$ cat config.mk
export PLATFORM = sky130hd
export DESIGN_NAME = adc_chain_sequencer
export DESIGN_NICKNAME = d
export VERILOG_FILES = /design/src/rtl/adc_seq_pkg.sv /design/src/rtl/adc_seq_datapath.sv /design/src/rtl/adc_seq_control.sv /design/src/rtl/adc_chain_sequencer.sv
export SDC_FILE = /design/constraint.sdc
export NUM_CORES = 1
export LEC_CHECK = 0
export ABC_AREA = 1
export CELL_PAD_IN_SITES_DETAIL_PLACEMENT = 2
export CELL_PAD_IN_SITES_GLOBAL_PLACEMENT = 2
export CORE_ASPECT_RATIO = 1.2
export CORE_MARGIN = 2
export CORE_UTILIZATION = 31
export DETAILED_ROUTE_END_ITERATION = 10
export GPL_ROUTABILITY_DRIVEN = 0
export PLACE_DENSITY = 0.83
export SLEW_MARGIN = 20
export SYNTH_ARGS = -nofsm -noshare
export SYNTH_HDL_FRONTEND = slang
export SYNTH_SLANG_ARGS = --single-unit
$ cat constraint.sdc
create_clock -name clk -period 3.4 [get_ports clk]
set_input_delay 0.68 -clock clk [delete_from_list [all_inputs] [get_ports clk]]
set_output_delay 0.68 -clock clk [all_outputs]
set_load 0.02 [all_outputs]
$ cat src/rtl/adc_seq_pkg.sv
package adc_seq_pkg;

  typedef enum logic [2:0] {
    S_IDLE,
    S_RST_ARM,
    S_RST_LOW,
    S_SYNC_ARM,
    S_SYNC_LOW,
    S_FRAME
  } seqState_e;

  // strobes from control to datapath
  typedef struct packed {
    logic edgeClr;   // clear master-clock edge counter
    logic edgeInc;   // count one master-clock fall
    logic loadWord;  // capture register word into shifter
    logic serRun;    // serial write in progress
  } dpStrobe_t;

endpackage

$ cat src/rtl/adc_seq_datapath.sv
module adc_seq_datapath
  import adc_seq_pkg::*;
#(
  parameter int WORD_W    = 32,
  parameter int SCLK_HALF = 2,
  parameter int CNT_W     = 3
) (
  input  logic              clk,
  input  logic              rstN,
  input  logic              mclk,
  input  logic [WORD_W-1:0] regWord,
  input  dpStrobe_t         strb,
  output logic              mclkFall,
  output logic [CNT_W-1:0]  edgeCnt,
  output logic              frameEnd,
  output logic              sclk,
  output logic              sdi
);

  localparam int HALF_W = $clog2(SCLK_HALF) + 1;
  localparam int BIT_W  = $clog2(WORD_W + 1);
  localparam logic [HALF_W-1:0] HALF_LAST = HALF_W'(SCLK_HALF - 1);
  localparam logic [BIT_W-1:0]  BIT_ALL   = BIT_W'(WORD_W);

  // master-clock sampling and falling-edge detection
  logic mclkMeta, mclkSync, mclkLast;

  always_ff @(posedge clk) begin
    if (!rstN) begin
      mclkMeta <= 1'b0;
      mclkSync <= 1'b0;
      mclkLast <= 1'b0;
    end else begin
      mclkMeta <= mclk;
      mclkSync <= mclkMeta;
      mclkLast <= mclkSync;
    end
  end

  assign mclkFall = mclkLast & ~mclkSync;

  // pulse-width counter in master-clock falls
  always_ff @(posedge clk) begin
    if (!rstN || strb.edgeClr) edgeCnt <= '0;
    else if (strb.edgeInc)     edgeCnt <= edgeCnt + 1'b1;
  end

  // serial clock generation
  logic [HALF_W-1:0] halfCnt;
  logic [BIT_W-1:0]  bitCnt;
  logic              sclkR;
  logic              tick;

  assign tick     = strb.serRun && (halfCnt == HALF_LAST);
  assign frameEnd = tick && sclkR && (bitCnt == BIT_ALL);

  always_ff @(posedge clk) begin
    if (!rstN || !strb.serRun) begin
      halfCnt <= '0;
      sclkR   <= 1'b1;
      bitCnt  <= '0;
    end else begin
      halfCnt <= tick ? '0 : halfCnt + 1'b1;
      if (tick) begin
        if (sclkR) begin
          if (bitCnt != BIT_ALL) sclkR <= 1'b0;
        end else begin
          sclkR  <= 1'b1;
          bitCnt <= bitCnt + 1'b1;
        end
      end
    end
  end

  // write word shifter, MSB first, advances on serial-clock falls
  logic [WORD_W-1:0] shReg;

  always_ff @(posedge clk) begin
    if (!rstN)
      shReg <= '0;
    else if (strb.loadWord)
      shReg <= regWord;
    else if (tick && sclkR && bitCnt != '0 && bitCnt != BIT_ALL)
      shReg <= {shReg[WORD_W-2:0], 1'b0};
  end

  assign sclk = sclkR;
  assign sdi  = shReg[WORD_W-1];

endmodule

$ cat src/rtl/adc_seq_control.sv
module adc_seq_control
  import adc_seq_pkg::*;
#(
  parameter int RST_EDGES  = 1,
  parameter int SYNC_EDGES = 4,
  parameter int CNT_W      = 3
) (
  input  logic             clk,
  input  logic             rstN,
  input  logic             start,
  input  logic             resync,
  input  logic             mclkFall,
  input  logic [CNT_W-1:0] edgeCnt,
  input  logic             frameEnd,
  output dpStrobe_t        strb,
  output logic             adcResetN,
  output logic             adcSyncN,
  output logic             frameN,
  output logic             done
);

  localparam logic [CNT_W-1:0] RST_LAST  = CNT_W'(RST_EDGES - 1);
  localparam logic [CNT_W-1:0] SYNC_LAST = CNT_W'(SYNC_EDGES - 1);

  seqState_e state, nxt;
  logic      fullSeq;
  logic      setFull, clrFull, goDone;

  always_comb begin
    nxt         = state;
    strb        = '0;
    strb.serRun = (state == S_FRAME);
    setFull     = 1'b0;
    clrFull     = 1'b0;
    goDone      = 1'b0;
    case (state)
      S_IDLE: begin
        if (start) begin
          strb.loadWord = 1'b1;
          setFull       = 1'b1;
          nxt           = S_RST_ARM;
        end else if (resync) begin
          clrFull = 1'b1;
          nxt     = S_SYNC_ARM;
        end
      end
      S_RST_ARM: begin
        strb.edgeClr = 1'b1;
        if (mclkFall) nxt = S_RST_LOW;
      end
      S_RST_LOW: begin
        if (mclkFall) begin
          if (edgeCnt == RST_LAST) nxt = S_SYNC_ARM;
          else strb.edgeInc = 1'b1;
        end
      end
      S_SYNC_ARM: begin
        strb.edgeClr = 1'b1;
        if (mclkFall) nxt = S_SYNC_LOW;
      end
      S_SYNC_LOW: begin
        if (mclkFall) begin
          if (edgeCnt == SYNC_LAST) begin
            if (fullSeq) nxt = S_FRAME;
            else begin
              nxt    = S_IDLE;
              goDone = 1'b1;
            end
          end else begin
            strb.edgeInc = 1'b1;
          end
        end
      end
      S_FRAME: begin
        if (frameEnd) begin
          nxt    = S_IDLE;
          goDone = 1'b1;
        end
      end
      default: nxt = S_IDLE;
    endcase
  end

  always_ff @(posedge clk) begin
    if (!rstN) begin
      state   <= S_IDLE;
      fullSeq <= 1'b0;
      done    <= 1'b0;
    end else begin
      state <= nxt;
      done  <= goDone;
      if (setFull)      fullSeq <= 1'b1;
      else if (clrFull) fullSeq <= 1'b0;
    end
  end

  assign adcResetN = (state != S_RST_LOW);
  assign adcSyncN  = (state != S_SYNC_LOW);
  assign frameN    = (state != S_FRAME);

endmodule

$ cat src/rtl/adc_chain_sequencer.sv
module adc_chain_sequencer
  import adc_seq_pkg::*;
#(
  parameter int WORD_W     = 32,
  parameter int RST_EDGES  = 1,
  parameter int SYNC_EDGES = 4,
  parameter int SCLK_HALF  = 2
) (
  input  logic              clk,
  input  logic              rstN,
  input  logic              mclk,
  input  logic              start,
  input  logic              resync,
  input  logic [WORD_W-1:0] regWord,
  output logic              adcResetN,
  output logic              adcSyncN,
  output logic              frameN,
  output logic              sclk,
  output logic              sdi,
  output logic              done
);

  localparam int MAX_EDGES = (RST_EDGES > SYNC_EDGES) ? RST_EDGES : SYNC_EDGES;
  localparam int CNT_W     = $clog2(MAX_EDGES + 1);

  dpStrobe_t        strb;
  logic             mclkFall;
  logic [CNT_W-1:0] edgeCnt;
  logic             frameEnd;

  adc_seq_control #(
    .RST_EDGES (RST_EDGES),
    .SYNC_EDGES(SYNC_EDGES),
    .CNT_W     (CNT_W)
  ) i_control (
    .clk      (clk),
    .rstN     (rstN),
    .start    (start),
    .resync   (resync),
    .mclkFall (mclkFall),
    .edgeCnt  (edgeCnt),
    .frameEnd (frameEnd),
    .strb     (strb),
    .adcResetN(adcResetN),
    .adcSyncN (adcSyncN),
    .frameN   (frameN),
    .done     (done)
  );

  adc_seq_datapath #(
    .WORD_W   (WORD_W),
    .SCLK_HALF(SCLK_HALF),
    .CNT_W    (CNT_W)
  ) i_datapath (
    .clk     (clk),
    .rstN    (rstN),
    .mclk    (mclk),
    .regWord (regWord),
    .strb    (strb),
    .mclkFall(mclkFall),
    .edgeCnt (edgeCnt),
    .frameEnd(frameEnd),
    .sclk    (sclk),
    .sdi     (sdi)
  );

endmodule

==> impl_results.md <==
- Synth Instances: 382
- Post-synth top area share: 0.409
- Fin. Hold Viols: 0
- CP Max Fanout: 8
- Via density: 4.88
- Synth-to-Final Area Change: 21.2%
- Hold endpoint: i_datapath.mclkSync
- Routed WL per cell: 13.9 µm
- H-Tree Depth: 2
- Hold Startpoint: i_datapath.mclkMeta
- Area contributors post-synth: dfxtp_1 (41%), nand2_1 (27%), a21oi_1 (8.5%)
- Final TNS setup: 0 ps
- Dominant cell type by area after synthesis: dfxtp_1
- Worst hold path class: register to register
- Comb pwr share: 0.369
- Syn_nets: 425
- Max Buffers Root-to-Sink: 2
- Peak supply drop: 0.237 mV
- Number of antenna violations at the first check in global routing: 0
- Crit path kind: register to output port
- Reg2reg setup slack: 1270 ps
- Initial Util: 0.315
- Post-CTS Setup Bufs: 0
- Final setup viols: 0
- # DRC: 0
- Vias in the first global route: 2603
- Most frequent cells in the layout: nand2_1 (181), dfxtp_1 (52), a21oi_1 (43), clkdlybuf4s50_1 (42), inv_1 (24)
- Die ar.: 8950 µm²
- Hold Path Cell Cnt: 2
- Diodes inserted: 0
- Max Slew Vio Count: 0
- Clock Latency Late Sink: 300 ps
- PortBufs: 42
- Post-layout net count: 459
- Pin count of the biggest net entering global routing: 33
- Switching portion of total power: 0.393
- Maxcap violations: 0
- Worst Hold Slack: 431 ps
- Commonest non-fill, non-tap cell in the layout: nand2_1
- Dpl cells: 504
- Reg power frac: 0.404
- Worst EP arrival: 1730 ps
- Clock Power Share: 0.227
- Cell Int Power: 0.00112 W
- Site Rows: 36
- Post-DP HPWL: 5.08 mm
- Status: completed
- Via count: 2501
- Tot GR Track Use: 0.169
- Max Freq: 415 MHz
- Slew HR: 0.626
- Sw Pwr: 0.000729 W
- R2R Path Start: i_control.state[2]
- Final Cycle Share: 0.708
- Sum of buffers and inverters on the critical path: 1
- Non-filler cells, final: 512
- Clock skew: 7.38 ps
- Worst-Margin Slew: 561 ps
- Final WL: 7.13 mm
- Min Clock Period, post-route: 2410 ps
- Starting DRT DRC Count: 75
- Fraction of layout cells with a size suffix above 1: 0.0504
- Num CTS Buffers: 5
- Leak: 1.28 nW
- Crit path cell chain: nor2_4 > nand2_1 > clkdlybuf4s50_1
- GR Overflow Total: 0
- Yosys warns: 0
- Filler cell count: 998
- Netlist cell types: 26
- RSZ-0062 raised after global routing: false
- CP startpoint kind: register
- PwrDens: 601 nW/µm²
- Critical Path Sink Type: output port
- Number of clock sinks: 52
- Avg Cell Area, Syn: 6.66 µm²
- Die width: 86.7 µm
- CP max stage delay: 630 ps
- Clock Pin Slew Worst Setup and Hold Paths: 90 ps
- Post-route ant nets: 0
- CP delay by family, top: buffers and inverters
- Gates resized, CTS repair: 0
- Synth Register Bits: 52
- CTS Root Cell: clkbuf_8
- Critical-path top delay cell: clkdlybuf4s50_1
- Core area: 8060 µm²
- Synth Cell Area: 2540 µm²
- CTS tree: done
- DRT Pass-1 Iters: 5
- Die Y: 103 µm
- Required @ worst endpoint: 2720 ps
- Hold Buf Count CTS: 0
- First-pass GRT wire length: 12.0 mm
- Seq/Total Area, Yosys: 0.409
- IO Count: 43
- Reg2Reg Capture Point: i_datapath.shReg[18]
- Reg2Reg Depth: 7
==> worst register-to-register path: stages, from the launching register on <==
cell and delay (ps):
dfxtp_1 620, nand4_1 250, nor2_1 200, nand2_2 100, nand2_4 280, inv_2 330
nand2_1 160, a21oi_1 80
==> Yosys cell counts <==
| cell | instances |
|---|---|
| nand4_1 | 3 |
| nand2_2 | 2 |
| inv_1 | 24 |
| buf_1 | 1 |
| clkinv_1 | 1 |
| nor2_1 | 16 |
| buf_6 | 7 |
| nor2_2 | 1 |
| o31ai_1 | 2 |
| o21ai_0 | 11 |
| nand2_4 | 1 |
| nor3_1 | 5 |
| a21boi_0 | 1 |
| nand3_2 | 1 |
| clkbuf_1 | 2 |
| inv_2 | 3 |
| dfxtp_1 | 52 |
| nand3b_1 | 1 |
| nand2_1 | 181 |
| a21oi_2 | 1 |
| nand3_1 | 6 |
| a21oi_1 | 43 |
| buf_2 | 8 |
| nor2_4 | 2 |
| ha_1 | 6 |
| o211ai_1 | 1 |
==> sequential cells by signal (all words and copies together), names as in the netlist <==
signal / count
i_datapath.mclkSync: 1
i_control.state: 3
i_datapath.sclk: 1
i_control.done: 1
i_datapath.edgeCnt: 3
i_control.fullSeq: 1
i_datapath.halfCnt: 2
i_datapath.shReg: 32
i_datapath.mclkMeta: 1
i_datapath.bitCnt: 6
i_datapath.mclkLast: 1
==> per-layer routing <==
layer | up-vias | share of wire | global-route usage
met5 | - | 0 | 0
met4 | 0 | 0.0083 | 0.0373
met3 | 6 | 0.027 | 0.0317
met2 | 32 | 0.54 | 0.329
met1 | 1205 | 0.42 | 0.189
li1 | 1258 | - | -
==> power groups by stage <==
stage / Sequential [W] / Combinational [W] / Clock (W)
6_report: 0.000748 / 0.000684 / 0.000421
5_1_grt: 0.000760 / 0.000788 / 0.000467
4_1_cts: 0.000749 / 0.000707 / 0.000444
3_5_place_dp: 0.000762 / 0.000697 / 0
3_3_place_gp: 0.000759 / 0.000680 / 0
2_1_floorplan: 0.000727 / 0.000573 / 0
==> how the worst max path moves through the flow <==
| stage | cells after the start | slack [ps] | from | to |
|---|---|---|---|---|
| 2_1_floorplan | 7 | 1840 | rstN | i_datapath.bitCnt[4] |
| 3_3_place_gp | 8 | 980 | start | i_datapath.shReg[15] |
| 3_5_place_dp | 8 | 920 | start | i_datapath.shReg[18] |
| 4_1_cts | 3 | 960 | i_control.state[2] | adcResetN |
| 5_1_grt | 3 | 850 | i_control.state[2] | adcResetN |
| 6_report | 3 | 990 | i_control.state[0] | adcSyncN |
==> metrics by stage <==
stage / area [µm²] / worst slack, ps / utilization / power (W)
floorplan: 2540 / 1840 / - / 0.00130
global placement: 2980 / 982 / 0.369 / 0.00144
detailed placement: 2980 / 917 / 0.369 / 0.00146
CTS: 3080 / 961 / 0.382 / 0.00190
global route: 3080 / 853 / 0.382 / 0.00201
finish: 3080 / 992 / 0.382 / 0.00185
==> cell type report <==
type | instances | area, µm² | share of cell area
clock buffer | 6 | 72.6 | 0.0235
inverter | 28 | 105 | 0.0341
timing repair buffer | 45 | 443 | 0.144
multi-input combinational | 284 | 1270 | 0.411
sequential | 52 | 1040 | 0.338
tap | 95 | 119 | 0.0386
clock inverter | 2 | 35.0 | 0.0114
==> cells by family after synthesis <==
group                      count (synthesis)  share of synthesized area
AOI/OAI and AO/OA                         59                      0.121
adders and majority gates                  6                     0.0295
and+or+nand+nor                          219                      0.347
DFF                                       52                      0.409
buffers and inverters                     46                     0.0925
No activity file was read; power rests on OpenSTA's default activity.
